## src/rtl/irq_entry_pkg.sv

```systemverilog
package irq_entry_pkg;
    localparam int PSW_ID_BIT = 5;
    localparam int PSW_EP_BIT = 6;
    localparam int PSW_NP_BIT = 7;
    localparam logic [31:0] PSW_BOOT = 32'h0000_0020;

    typedef enum logic {
        ST_RUN,
        ST_REDIRECT
    } entry_state_e;

    typedef enum logic [1:0] {
        TAKE_NONE,
        TAKE_RESET,
        TAKE_NMI,
        TAKE_MASK
    } take_e;
endpackage

```

## src/rtl/irq_pend_track.sv

```systemverilog
module irq_pend_track #(
    parameter int NUM_SRC = 6
) (
    input  logic               clk,
    input  logic               rst_n,
    input  logic               rst_req_i,
    input  logic               nmi_req_i,
    input  logic [NUM_SRC-1:0] irq_req_i,
    input  logic               take_rst_i,
    input  logic               take_nmi_i,
    input  logic [NUM_SRC-1:0] take_irq_i,
    output logic               rst_pend_o,
    output logic               nmi_pend_o,
    output logic [NUM_SRC-1:0] irq_pend_o
);
    // Reset request slot: a new request in the taking cycle re-arms it.
    always_ff @(posedge clk or negedge rst_n) begin
        if (!rst_n) begin
            rst_pend_o <= 1'b0;
        end else begin
            rst_pend_o <= rst_req_i | (rst_pend_o & ~take_rst_i);
        end
    end

    // Single NMI slot: repeated pulses collapse, a pulse during acceptance survives.
    always_ff @(posedge clk or negedge rst_n) begin
        if (!rst_n) begin
            nmi_pend_o <= 1'b0;
        end else if (take_rst_i) begin
            nmi_pend_o <= 1'b0;
        end else begin
            nmi_pend_o <= nmi_req_i | (nmi_pend_o & ~take_nmi_i);
        end
    end

    for (genvar g = 0; g < NUM_SRC; g++) begin : g_src
        logic flag_q;
        always_ff @(posedge clk or negedge rst_n) begin
            if (!rst_n) begin
                flag_q <= 1'b0;
            end else if (take_rst_i) begin
                flag_q <= 1'b0;
            end else begin
                flag_q <= irq_req_i[g] | (flag_q & ~take_irq_i[g]);
            end
        end
        assign irq_pend_o[g] = flag_q;
    end
endmodule

```

## src/rtl/irq_prio_sel.sv

```systemverilog
module irq_prio_sel #(
    parameter int NUM_SRC = 6,
    localparam int IDX_W = (NUM_SRC > 1) ? $clog2(NUM_SRC) : 1
) (
    input  logic [NUM_SRC-1:0] pend_i,
    output logic               grant_valid_o,
    output logic [IDX_W-1:0]   grant_idx_o
);
    // Scan from the top so the lowest pending index is the last to land.
    always_comb begin
        grant_valid_o = 1'b0;
        grant_idx_o   = '0;
        for (int i = NUM_SRC - 1; i >= 0; i--) begin
            if (pend_i[i]) begin
                grant_valid_o = 1'b1;
                grant_idx_o   = IDX_W'(i);
            end
        end
    end
endmodule

```

## src/rtl/irq_entry_fsm.sv

```systemverilog
module irq_entry_fsm
    import irq_entry_pkg::*;
#(
    parameter int XLEN     = 32,
    parameter int NUM_SRC  = 6,
    parameter int NMI_VEC  = 32'h10,
    parameter int VEC_BASE = 32'h80,
    parameter int VEC_STEP = 32'h10,
    localparam int IDX_W   = (NUM_SRC > 1) ? $clog2(NUM_SRC) : 1
) (
    input  logic             clk,
    input  logic             rst_n,
    input  logic             boundary_i,
    input  logic [XLEN-1:0]  cur_pc_i,
    input  logic             rst_pend_i,
    input  logic             nmi_pend_i,
    input  logic             grant_valid_i,
    input  logic [IDX_W-1:0] grant_idx_i,
    input  logic             psw_wr_en_i,
    input  logic [XLEN-1:0]  psw_wr_data_i,
    output take_e            take_o,
    output logic             redirect_o,
    output logic [XLEN-1:0]  new_pc_o,
    output logic [XLEN-1:0]  psw_o,
    output logic [XLEN-1:0]  nmi_save_pc_o,
    output logic [XLEN-1:0]  nmi_save_psw_o,
    output logic [XLEN-1:0]  irq_save_pc_o,
    output logic [XLEN-1:0]  irq_save_psw_o,
    output logic [XLEN-1:0]  cause_o
);
    localparam int HALF = XLEN / 2;
    localparam logic [XLEN-1:0] NMI_PC   = XLEN'(NMI_VEC);
    localparam logic [XLEN-1:0] PSW_INIT = XLEN'(PSW_BOOT);

    entry_state_e state_q, state_d;
    logic         nmi_masked, irq_masked;
    logic [XLEN-1:0] mask_vec;

    assign nmi_masked = psw_o[PSW_NP_BIT];
    assign irq_masked = psw_o[PSW_NP_BIT] | psw_o[PSW_ID_BIT];
    assign mask_vec   = XLEN'(VEC_BASE) + XLEN'(grant_idx_i) * XLEN'(VEC_STEP);

    always_comb begin
        take_o  = TAKE_NONE;
        state_d = state_q;
        unique case (state_q)
            ST_RUN: begin
                if (boundary_i) begin
                    if (rst_pend_i) begin
                        take_o = TAKE_RESET;
                    end else if (nmi_pend_i && !nmi_masked) begin
                        take_o = TAKE_NMI;
                    end else if (grant_valid_i && !irq_masked) begin
                        take_o = TAKE_MASK;
                    end
                end
                state_d = (take_o != TAKE_NONE) ? ST_REDIRECT : ST_RUN;
            end
            ST_REDIRECT: begin
                state_d = ST_RUN;
            end
        endcase
    end

    always_ff @(posedge clk or negedge rst_n) begin
        if (!rst_n) begin
            state_q <= ST_RUN;
        end else begin
            state_q <= state_d;
        end
    end

    always_ff @(posedge clk or negedge rst_n) begin
        if (!rst_n) begin
            redirect_o     <= 1'b0;
            new_pc_o       <= '0;
            psw_o          <= PSW_INIT;
            nmi_save_pc_o  <= '0;
            nmi_save_psw_o <= '0;
            irq_save_pc_o  <= '0;
            irq_save_psw_o <= '0;
            cause_o        <= '0;
        end else begin
            redirect_o <= (take_o != TAKE_NONE);
            unique case (take_o)
                TAKE_RESET: begin
                    new_pc_o <= '0;
                    psw_o    <= PSW_INIT;
                    cause_o  <= '0;
                end
                TAKE_NMI: begin
                    nmi_save_pc_o            <= cur_pc_i;
                    nmi_save_psw_o           <= psw_o;
                    psw_o[PSW_NP_BIT]        <= 1'b1;
                    psw_o[PSW_ID_BIT]        <= 1'b1;
                    psw_o[PSW_EP_BIT]        <= 1'b0;
                    cause_o[XLEN-1:HALF]     <= NMI_PC[HALF-1:0];
                    new_pc_o                 <= NMI_PC;
                end
                TAKE_MASK: begin
                    irq_save_pc_o            <= cur_pc_i;
                    irq_save_psw_o           <= psw_o;
                    psw_o[PSW_ID_BIT]        <= 1'b1;
                    psw_o[PSW_EP_BIT]        <= 1'b0;
                    cause_o[HALF-1:0]        <= mask_vec[HALF-1:0];
                    new_pc_o                 <= mask_vec;
                end
                TAKE_NONE: begin
                    if (psw_wr_en_i) begin
                        psw_o <= psw_wr_data_i;
                    end
                end
            endcase
        end
    end
endmodule

```

## src/rtl/irq_entry_ctrl.sv

```systemverilog
module irq_entry_ctrl
    import irq_entry_pkg::*;
#(
    parameter int XLEN     = 32,
    parameter int NUM_SRC  = 6,
    parameter int NMI_VEC  = 32'h10,
    parameter int VEC_BASE = 32'h80,
    parameter int VEC_STEP = 32'h10
) (
    input  logic               clk,
    input  logic               rst_n,
    input  logic               boundary_i,
    input  logic [XLEN-1:0]    cur_pc_i,
    input  logic               rst_req_i,
    input  logic               nmi_req_i,
    input  logic [NUM_SRC-1:0] irq_req_i,
    input  logic               psw_wr_en_i,
    input  logic [XLEN-1:0]    psw_wr_data_i,
    output logic               redirect_o,
    output logic [XLEN-1:0]    new_pc_o,
    output logic [XLEN-1:0]    psw_o,
    output logic [XLEN-1:0]    nmi_save_pc_o,
    output logic [XLEN-1:0]    nmi_save_psw_o,
    output logic [XLEN-1:0]    irq_save_pc_o,
    output logic [XLEN-1:0]    irq_save_psw_o,
    output logic [XLEN-1:0]    cause_o
);
    localparam int IDX_W = (NUM_SRC > 1) ? $clog2(NUM_SRC) : 1;

    logic               rst_pend, nmi_pend;
    logic [NUM_SRC-1:0] irq_pend, take_irq;
    logic               grant_valid;
    logic [IDX_W-1:0]   grant_idx;
    take_e              take;

    assign take_irq = (take == TAKE_MASK) ? (NUM_SRC'(1) << grant_idx) : '0;

    irq_pend_track #(.NUM_SRC(NUM_SRC)) u_pend (
        .clk        (clk),
        .rst_n      (rst_n),
        .rst_req_i  (rst_req_i),
        .nmi_req_i  (nmi_req_i),
        .irq_req_i  (irq_req_i),
        .take_rst_i (take == TAKE_RESET),
        .take_nmi_i (take == TAKE_NMI),
        .take_irq_i (take_irq),
        .rst_pend_o (rst_pend),
        .nmi_pend_o (nmi_pend),
        .irq_pend_o (irq_pend)
    );

    irq_prio_sel #(.NUM_SRC(NUM_SRC)) u_prio (
        .pend_i        (irq_pend),
        .grant_valid_o (grant_valid),
        .grant_idx_o   (grant_idx)
    );

    irq_entry_fsm #(
        .XLEN     (XLEN),
        .NUM_SRC  (NUM_SRC),
        .NMI_VEC  (NMI_VEC),
        .VEC_BASE (VEC_BASE),
        .VEC_STEP (VEC_STEP)
    ) u_fsm (
        .clk            (clk),
        .rst_n          (rst_n),
        .boundary_i     (boundary_i),
        .cur_pc_i       (cur_pc_i),
        .rst_pend_i     (rst_pend),
        .nmi_pend_i     (nmi_pend),
        .grant_valid_i  (grant_valid),
        .grant_idx_i    (grant_idx),
        .psw_wr_en_i    (psw_wr_en_i),
        .psw_wr_data_i  (psw_wr_data_i),
        .take_o         (take),
        .redirect_o     (redirect_o),
        .new_pc_o       (new_pc_o),
        .psw_o          (psw_o),
        .nmi_save_pc_o  (nmi_save_pc_o),
        .nmi_save_psw_o (nmi_save_psw_o),
        .irq_save_pc_o  (irq_save_pc_o),
        .irq_save_psw_o (irq_save_psw_o),
        .cause_o        (cause_o)
    );
endmodule

```

## config.mk

```make
export PLATFORM = sky130hd
export DESIGN_NAME = irq_entry_ctrl
export DESIGN_NICKNAME = d
export VERILOG_FILES = /design/src/rtl/irq_entry_pkg.sv /design/src/rtl/irq_pend_track.sv /design/src/rtl/irq_prio_sel.sv /design/src/rtl/irq_entry_fsm.sv /design/src/rtl/irq_entry_ctrl.sv
export SDC_FILE = /design/constraint.sdc
export NUM_CORES = 1
export LEC_CHECK = 0
export ABC_AREA = 1
export BUFFER_PORTS_ARGS = -buffer_cell sky130_fd_sc_hd__buf_2
export CORE_MARGIN = 2
export CORE_UTILIZATION = 44
export DETAILED_ROUTE_END_ITERATION = 12
export MAX_ROUTING_LAYER = met4
export PLACE_DENSITY = 0.75
export SLEW_MARGIN = 0
export SYNTH_ARGS = -nofsm -noshare
export SYNTH_HDL_FRONTEND = slang
export SYNTH_SLANG_ARGS = --single-unit
```

## constraint.sdc

```tcl
create_clock -name clk -period 2.1 [get_ports clk]
set_input_delay 0.105 -clock clk [delete_from_list [all_inputs] [get_ports clk]]
set_output_delay 0.105 -clock clk [all_outputs]
set_load 0.1 [all_outputs]
```

After elaboration in Yosys (flattened, before gate mapping):

Index checks and enable logic that the tools add are counted.

* flip-flop bits (word level): 234
* output and inout bits: 225
* logic and storage cells: 103

* add/sub/neg operators: 1
* equal/unequal tests: 4
* shifts and indexed selects: 1
* muxes and demuxes: 36
* bitwise logic cells: 26
* reduce and logical (&&, ||, !) cells: 15

Operators with widths (count)
* one-hot mux 32 bit (3 select lines): 1
* one-hot mux 16 bit (2 select lines): 2
* one-hot mux 24 bit (2 select lines): 1
* 2-to-1 mux 32 bit: 1
* 2-to-1 mux 3 bit: 6
* 2-to-1 mux 1 bit: 14
* 2-to-1 mux 2 bit: 6
* one-hot mux 5 bit (2 select lines): 1
* nonzero test 2 bit: 5
* adder 8 x 7 -> 9 bit, first input constant: 1
* NOT 1 bit: 9
* OR 1 bit: 9
* AND 1 bit: 8
* 2-to-1 mux 6 bit: 1
* nonzero test 3 bit: 2
* left shift 1 x 3 -> 6 bit, first input constant: 1
* == test 2 bit, second input constant: 2
* one-hot mux 2 bit (2 select lines): 1
* AND reduction 2 bit: 2
* one-hot mux 1 bit (3 select lines): 1
* OR reduction 3 bit: 1
* == test 2 x 1 -> 1 bit, second input constant: 1
* logical AND 1 bit: 2
* logical NOT 1 bit: 2
* 3 further kinds: 3

Depth between registers and ports, before layout:

* depth in word-level cells: 19
* mapped depth: 13

Modules after synthesis:

From an unflattened synthesis, not the netlist that was laid out.

* cells, all modules: 749
* area total of the unflattened synthesis: 7688.6 µm²

Modules (own cells, without submodules)
* irq_entry_fsm: times used 1, cells an instance 670, area an instance 7118.1 µm², sequential area each 4280.4 µm²
* irq_pend_track: times used 1, cells an instance 45, area an instance 419.2 µm², sequential area each 200.2 µm²
* irq_entry_ctrl: times used 1, cells an instance 19, area an instance 78.8 µm², sequential area each 0.0 µm²
* irq_prio_sel: times used 1, cells an instance 15, area an instance 72.6 µm², sequential area each 0.0 µm²

Worst setup path after synthesis:

No wires, ideal clock.

* path kind: flip-flop to flip-flop
* start: register u_fsm.psw_o[7]
* end: register u_fsm.cause_o[20]
* setup time: 0.125 ns
* arrival: 2.367 ns
* data required time: 1.975 ns
* path slack: -0.392 ns
* cell stages (with the launch flop): 11
* path buffers: 3
* cells stage by stage: dfrtp_1 nor2_1 o21ai_2 o21ai_0 nand3_1 inv_1 ha_1 buf_2 buf_4 buf_6 mux2_2

* longest elaborated chain between the ends: 11
* elaborated cells on any way between the ends: 15
* those cells by class: eq/ne: 2; mux: 7; bitwise: 1; reduce/logical: 5

Ends and longest elaborated chain
* from (decl): RTL line irq_entry_fsm.sv:24 `output logic [XLEN-1:0] psw_o,`
* from (signal assigned): RTL line irq_entry_fsm.sv:110 `psw_o <= psw_wr_data_i;`
* OR 1 bit: RTL line irq_entry_fsm.sv:40 `assign irq_masked = psw_o[PSW_NP_BIT] | psw_o[PSW_ID_BIT];`
* logical NOT 1 bit: RTL line irq_entry_fsm.sv:53 `end else if (grant_valid_i && !irq_masked) begin`
* logical AND 1 bit: RTL line irq_entry_fsm.sv:53
* 2-to-1 mux 2 bit: RTL line irq_entry_fsm.sv:53
* 2-to-1 mux 2 bit (*): RTL line irq_entry_fsm.sv:51 `end else if (nmi_pend_i && !nmi_masked) begin`
* 2-to-1 mux 2 bit (*): RTL line irq_entry_fsm.sv:49 `if (rst_pend_i) begin`
* 2-to-1 mux 2 bit (*): RTL line irq_entry_fsm.sv:48 `if (boundary_i) begin`
* 2-to-1 mux 2 bit (*) (2 in a row): RTL line irq_entry_fsm.sv:46 `unique case (state_q)`
* == test 2 bit (*)
* via u_pend.take_nmi_i: RTL line irq_pend_track.sv:10 `input logic take_nmi_i,`
* one-hot mux 16 bit (2 select lines) or nonzero test 2 bit (tied branches)
* to (signal, indexed assignment): RTL line irq_entry_fsm.sv:97 `cause_o[XLEN-1:HALF] <= NMI_PC[HALF-1:0];`
* to (signal, indexed assignment): RTL line irq_entry_fsm.sv:105 `cause_o[HALF-1:0] <= mask_vec[HALF-1:0];`
* to (decl): RTL line irq_entry_fsm.sv:29 `output logic [XLEN-1:0] cause_o`

The timed path passes the listed nets; every way through them passes the cells marked *. The select of a mux whose other input is x is not followed.
A chain may end at the register's enable or synchronous reset.

Worst setup path after layout:

* start: register u_pend.g_src[0].flag_q
* end: register u_fsm.nmi_save_psw_o[23]

* longest elaborated chain between the ends: 9

Ends and longest elaborated chain
* from (decl): RTL line irq_pend_track.sv:37 `logic flag_q;`
* from (signal assigned): RTL line irq_pend_track.sv:44 `flag_q <= irq_req_i[g] | (flag_q & ~take_irq_i[g]);`
* 2-to-1 mux 1 bit: RTL line irq_prio_sel.sv:14 `if (pend_i[i]) begin`
* logical AND 1 bit: RTL line irq_entry_fsm.sv:53
* 2-to-1 mux 2 bit: RTL line irq_entry_fsm.sv:53
* 2-to-1 mux 2 bit: RTL line irq_entry_fsm.sv:51
* 2-to-1 mux 2 bit: RTL line irq_entry_fsm.sv:49
* 2-to-1 mux 2 bit: RTL line irq_entry_fsm.sv:48
* 2-to-1 mux 2 bit (2 in a row): RTL line irq_entry_fsm.sv:46
* == test 2 bit
* via u_pend.take_nmi_i: RTL line irq_pend_track.sv:10
* to (signal assigned): RTL line irq_entry_fsm.sv:93 `nmi_save_psw_o <= psw_o;`
* to (decl): RTL line irq_entry_fsm.sv:26 `output logic [XLEN-1:0] nmi_save_psw_o,`

The timed path passes the listed nets, and every way through them passes these cells. The select of a mux whose other input is x is not followed.

==> run_results.csv <==
group,metric,value,unit
floorplan,die_y,133,um
logic_synthesis,yosysWarnings,0,
worst_setup_path,cp_max_fo,31,
logic_synthesis,synth-edff-count,0,
sta,fmax,0.499,GHz
floorplan,dieArea,17600,sq um
clocking,cts-root-buf,"clkbuf_16",
logic_synthesis,netlist.area_leader.share,61.0,%
cells_and_area,drive_gt1_share,35.2,%
clocking,clk_path_buf_depth,2,
cells_and_area,fin_nets,1122,
global_routing,met1_usage,26.6,%
global_routing,use_met2,37.5,%
worst_setup_path,required,2.41,ns
clocking,clk_pin_slew,0.07,ns
sta,hold_violations,0,
cells_and_area,design_area,10200,sq um
logic_synthesis,synth_top_cells_by_area,"dfrtp_1, nand2_1, mux2_2",
floorplan,die_width,133,um
drt,wl_per_cell,15.4,um
logic_synthesis,yosys.cell_types.count,26,
sta,setup_viol,0,
floorplan,io_pins,301,
clocking,htree_levels,4,
logic_synthesis,synth_area_leader_cell,"dfrtp_1",
logic_synthesis,dominantRegCellSynth,"dfrtp_1",
clocking,numClockSinks,179,
global_routing,grt.total_usage,22.8,%
logic_synthesis,synth_area,7300,sq um
placement,portBuffers,245,
worst_setup_path,reg2reg_from,"u_pend.g_src[0].flag_q",
drt,drt-total-wl,19.7,mm
global_routing,antenna_found_initial,2,
global_routing,grt_overflow,0,
sta,min_period_over_period,95.4,%
drt,drcViolationCount,0,
drt,dr.pass1.iters,4,
min_path,hold_path_end,"u_fsm.psw_o[5]",
logic_synthesis,synth_area_per_cell,10.3,sq um
worst_setup_path,critPathMaxStageDelay,0.40,ns
global_routing,grt_pass1_vias,5956,
sta,slew_headroom,57.5,%
floorplan,coreArea,16400,sq um
placement,place_hpwl,13.4,mm
sta,fin_skew,0.0129,ns
drt,vias,5984,
drt,viasPerCell,4.69,
floorplan,initial_core_util,44.5,%
worst_setup_path,cpMostUsedCell,"o21ai_4",
clocking,cts_tree,"done",
global_routing,grt_pass1_wl,30.6,mm
placement,dpl_cell_area,8740,sq um
cells_and_area,area_growth_syn_to_layout,39.9,%
logic_synthesis,synth.most_common_cell,"nand2_1",
logic_synthesis,synthArstFlopShare,100,%
global_routing,busiest_layer,"met2",
global_routing,met3_usage,5.02,%
worst_setup_path,crit_path_start_kind,"flip-flop",
worst_setup_path,cp_slowest_cell,"dfrtp_1",
logic_synthesis,synthTopCellsByCount,"nand2_1, dfrtp_1, buf_4",
worst_setup_path,critPathCaptureType,"flip-flop",
sta,finalMaxSlewViolations,0,
worst_setup_path,r2r_cells,9,
worst_setup_path,reg2reg_slack,0.1,ns
min_path,hold-path-cell-count,3,
worst_setup_path,crit_chain,"nor2_2 > nand2_2 > o21ai_4 > o21ai_4 > nand2_4 > buf_4 > ha_4 > buf_12 > mux2_2",
worst_setup_path,r2r-end,"u_fsm.nmi_save_psw_o[23]",
logic_synthesis,ys_ff_latch,179,
worst_setup_path,criticalPathCategory,"reg2reg",
min_path,hp-start,"psw_wr_en_i",
cells_and_area,postLayoutCoreUtil,62.3,%
sta,finalCriticalPeriod,2.00,ns
clocking,insertion_delay,0.43,ns
drt,drt_iter0_markers,259,
sta,tightest_slew,0.637,ns
job,drv_cap,0,
clocking,cts_buffers,17,
global_routing,grt_max_degree,65,
worst_setup_path,crit_arrival,2.31,ns
floorplan,fp-row-count,47,
drt,drtAntennaViolNets,0,
placement,gp_congestion,0.875,
logic_synthesis,syn_inst,712,
logic_synthesis,synth-seq-area-share,61.4,%
status,status,"completed",
min_path,hp-class,"in2reg",
sta,setup_tns,0,ns
[cells in the final DEF (no fill, tap or decap), types with 2 or more instances in the layout]
cell and n:
a21oi_1 27, buf_12 10, buf_2 244, buf_4 17
bufinv_16 4, clkbuf_16 17, clkbuf_8 4, clkinvlp_4 2
conb_1 55, dfrtp_1 177, diode_2 2, dlygate4sd3_1 72
ha_4 3, inv_1 32, inv_2 4, inv_6 3
mux2_2 46, nand2_1 228, nand2_4 4, nand3_1 19
nor2_1 29, nor2_2 2, o21ai_0 35, o21ai_1 5
o21ai_4 2
[cell type report]
class	instances	area (sq um)
clock inverters	10	170
inverters	36	135
flip-flops and latches	179	4490
fillers	1328	6190
well taps	220	275
repair buffers	344	2280
multi-input cells	464	2380
clock buffers	21	480
diodes	2	5.00
[registers in the layout, indices dropped and copies added (netlist names)]
| register | count |
|---|---|
| u_fsm.nmi_save_pc_o | 32 |
| u_fsm.new_pc_o | 4 |
| u_pend.g_src.flag_q | 6 |
| u_fsm.irq_save_pc_o | 32 |
| u_fsm.irq_save_psw_o | 32 |
| u_pend.rst_pend_o | 1 |
| u_fsm.nmi_save_psw_o | 32 |
| u_fsm.state_q | 1 |
| u_fsm.psw_o | 32 |
| u_fsm.cause_o | 5 |
| u_pend.nmi_pend_o | 1 |
| u_fsm.redirect_o | 1 |
[stage by stage]
| step | worst slack, ns | hold WS (ns) | std cells |
|---|---|---|---|
| 2_1_floorplan | -0.0164 | -0.191 | 766 |
| 3_3_place_gp | 0.0387 | 0.152 | 1166 |
| 3_5_place_dp | -0.110 | 0.146 | 1166 |
| 4_1_cts | -0.0290 | 0.00711 | 1269 |
| 5_1_grt | -0.0181 | 0.0462 | 1276 |
| 6_report | 0.0962 | 0.0269 | 1276 |
[timing repair]
action / 4_1_cts / 5_1_grt
hold buffers: 72 / 0
endpoints found under the hold margin: 161 / 0
pin swaps: 0 / 2
buffers inserted: 0 / 5
endpoints found under the setup margin: 18 / 143
gates resized for setup: 2 / 14
[critical path, delay by kind of cell, from the launching register on]
family                     cells  cell delay, ns
buffers and inverters          2            0.34
adders and majority gates      1            0.16
DFF                            1            0.40
muxes                          1            0.36
AOI/OAI and AO/OA              2            0.25
and+or+nand+nor                3            0.35
[routing by layer]
metal / wire [um] / share of wire, %
met1: 7730 / 39
met2: 10100 / 51
met3: 987 / 5.0
met4: 832 / 4.2
met5: 0 / 0
[logic make-up after synthesis]
kind of cell / count (synthesis) / share of synthesized area, %
other: 1 / 0.0513
flip-flops: 179 / 61.4
multiplexers: 47 / 7.25
adder cells (fa/ha/maj): 4 / 0.685
AND/OR/NAND/NOR: 287 / 15.7
AO/OA/AOI/OAI: 71 / 5.16
buffers and inverters: 123 / 9.77
[worst max path at each step]
stage,from,endpoint,slack [ns]
finish,u_pend.g_src[0].flag_q,u_fsm.nmi_save_psw_o[23],0.1
detailed placement,u_pend.g_src[1].flag_q,u_fsm.psw_o[29],-0.11
global placement,u_pend.g_src[1].flag_q,u_fsm.psw_o[10],0.04
global route,u_pend.g_src[0].flag_q,u_fsm.nmi_save_psw_o[0],-0.02
CTS,u_pend.g_src[1].flag_q,u_fsm.psw_o[29],-0.03
floorplan,u_fsm.psw_o[5],u_fsm.cause_o[20],-0.02
Power is not shown: default switching activity piles up to over one toggle a cycle in this logic, so the estimate is an artifact.
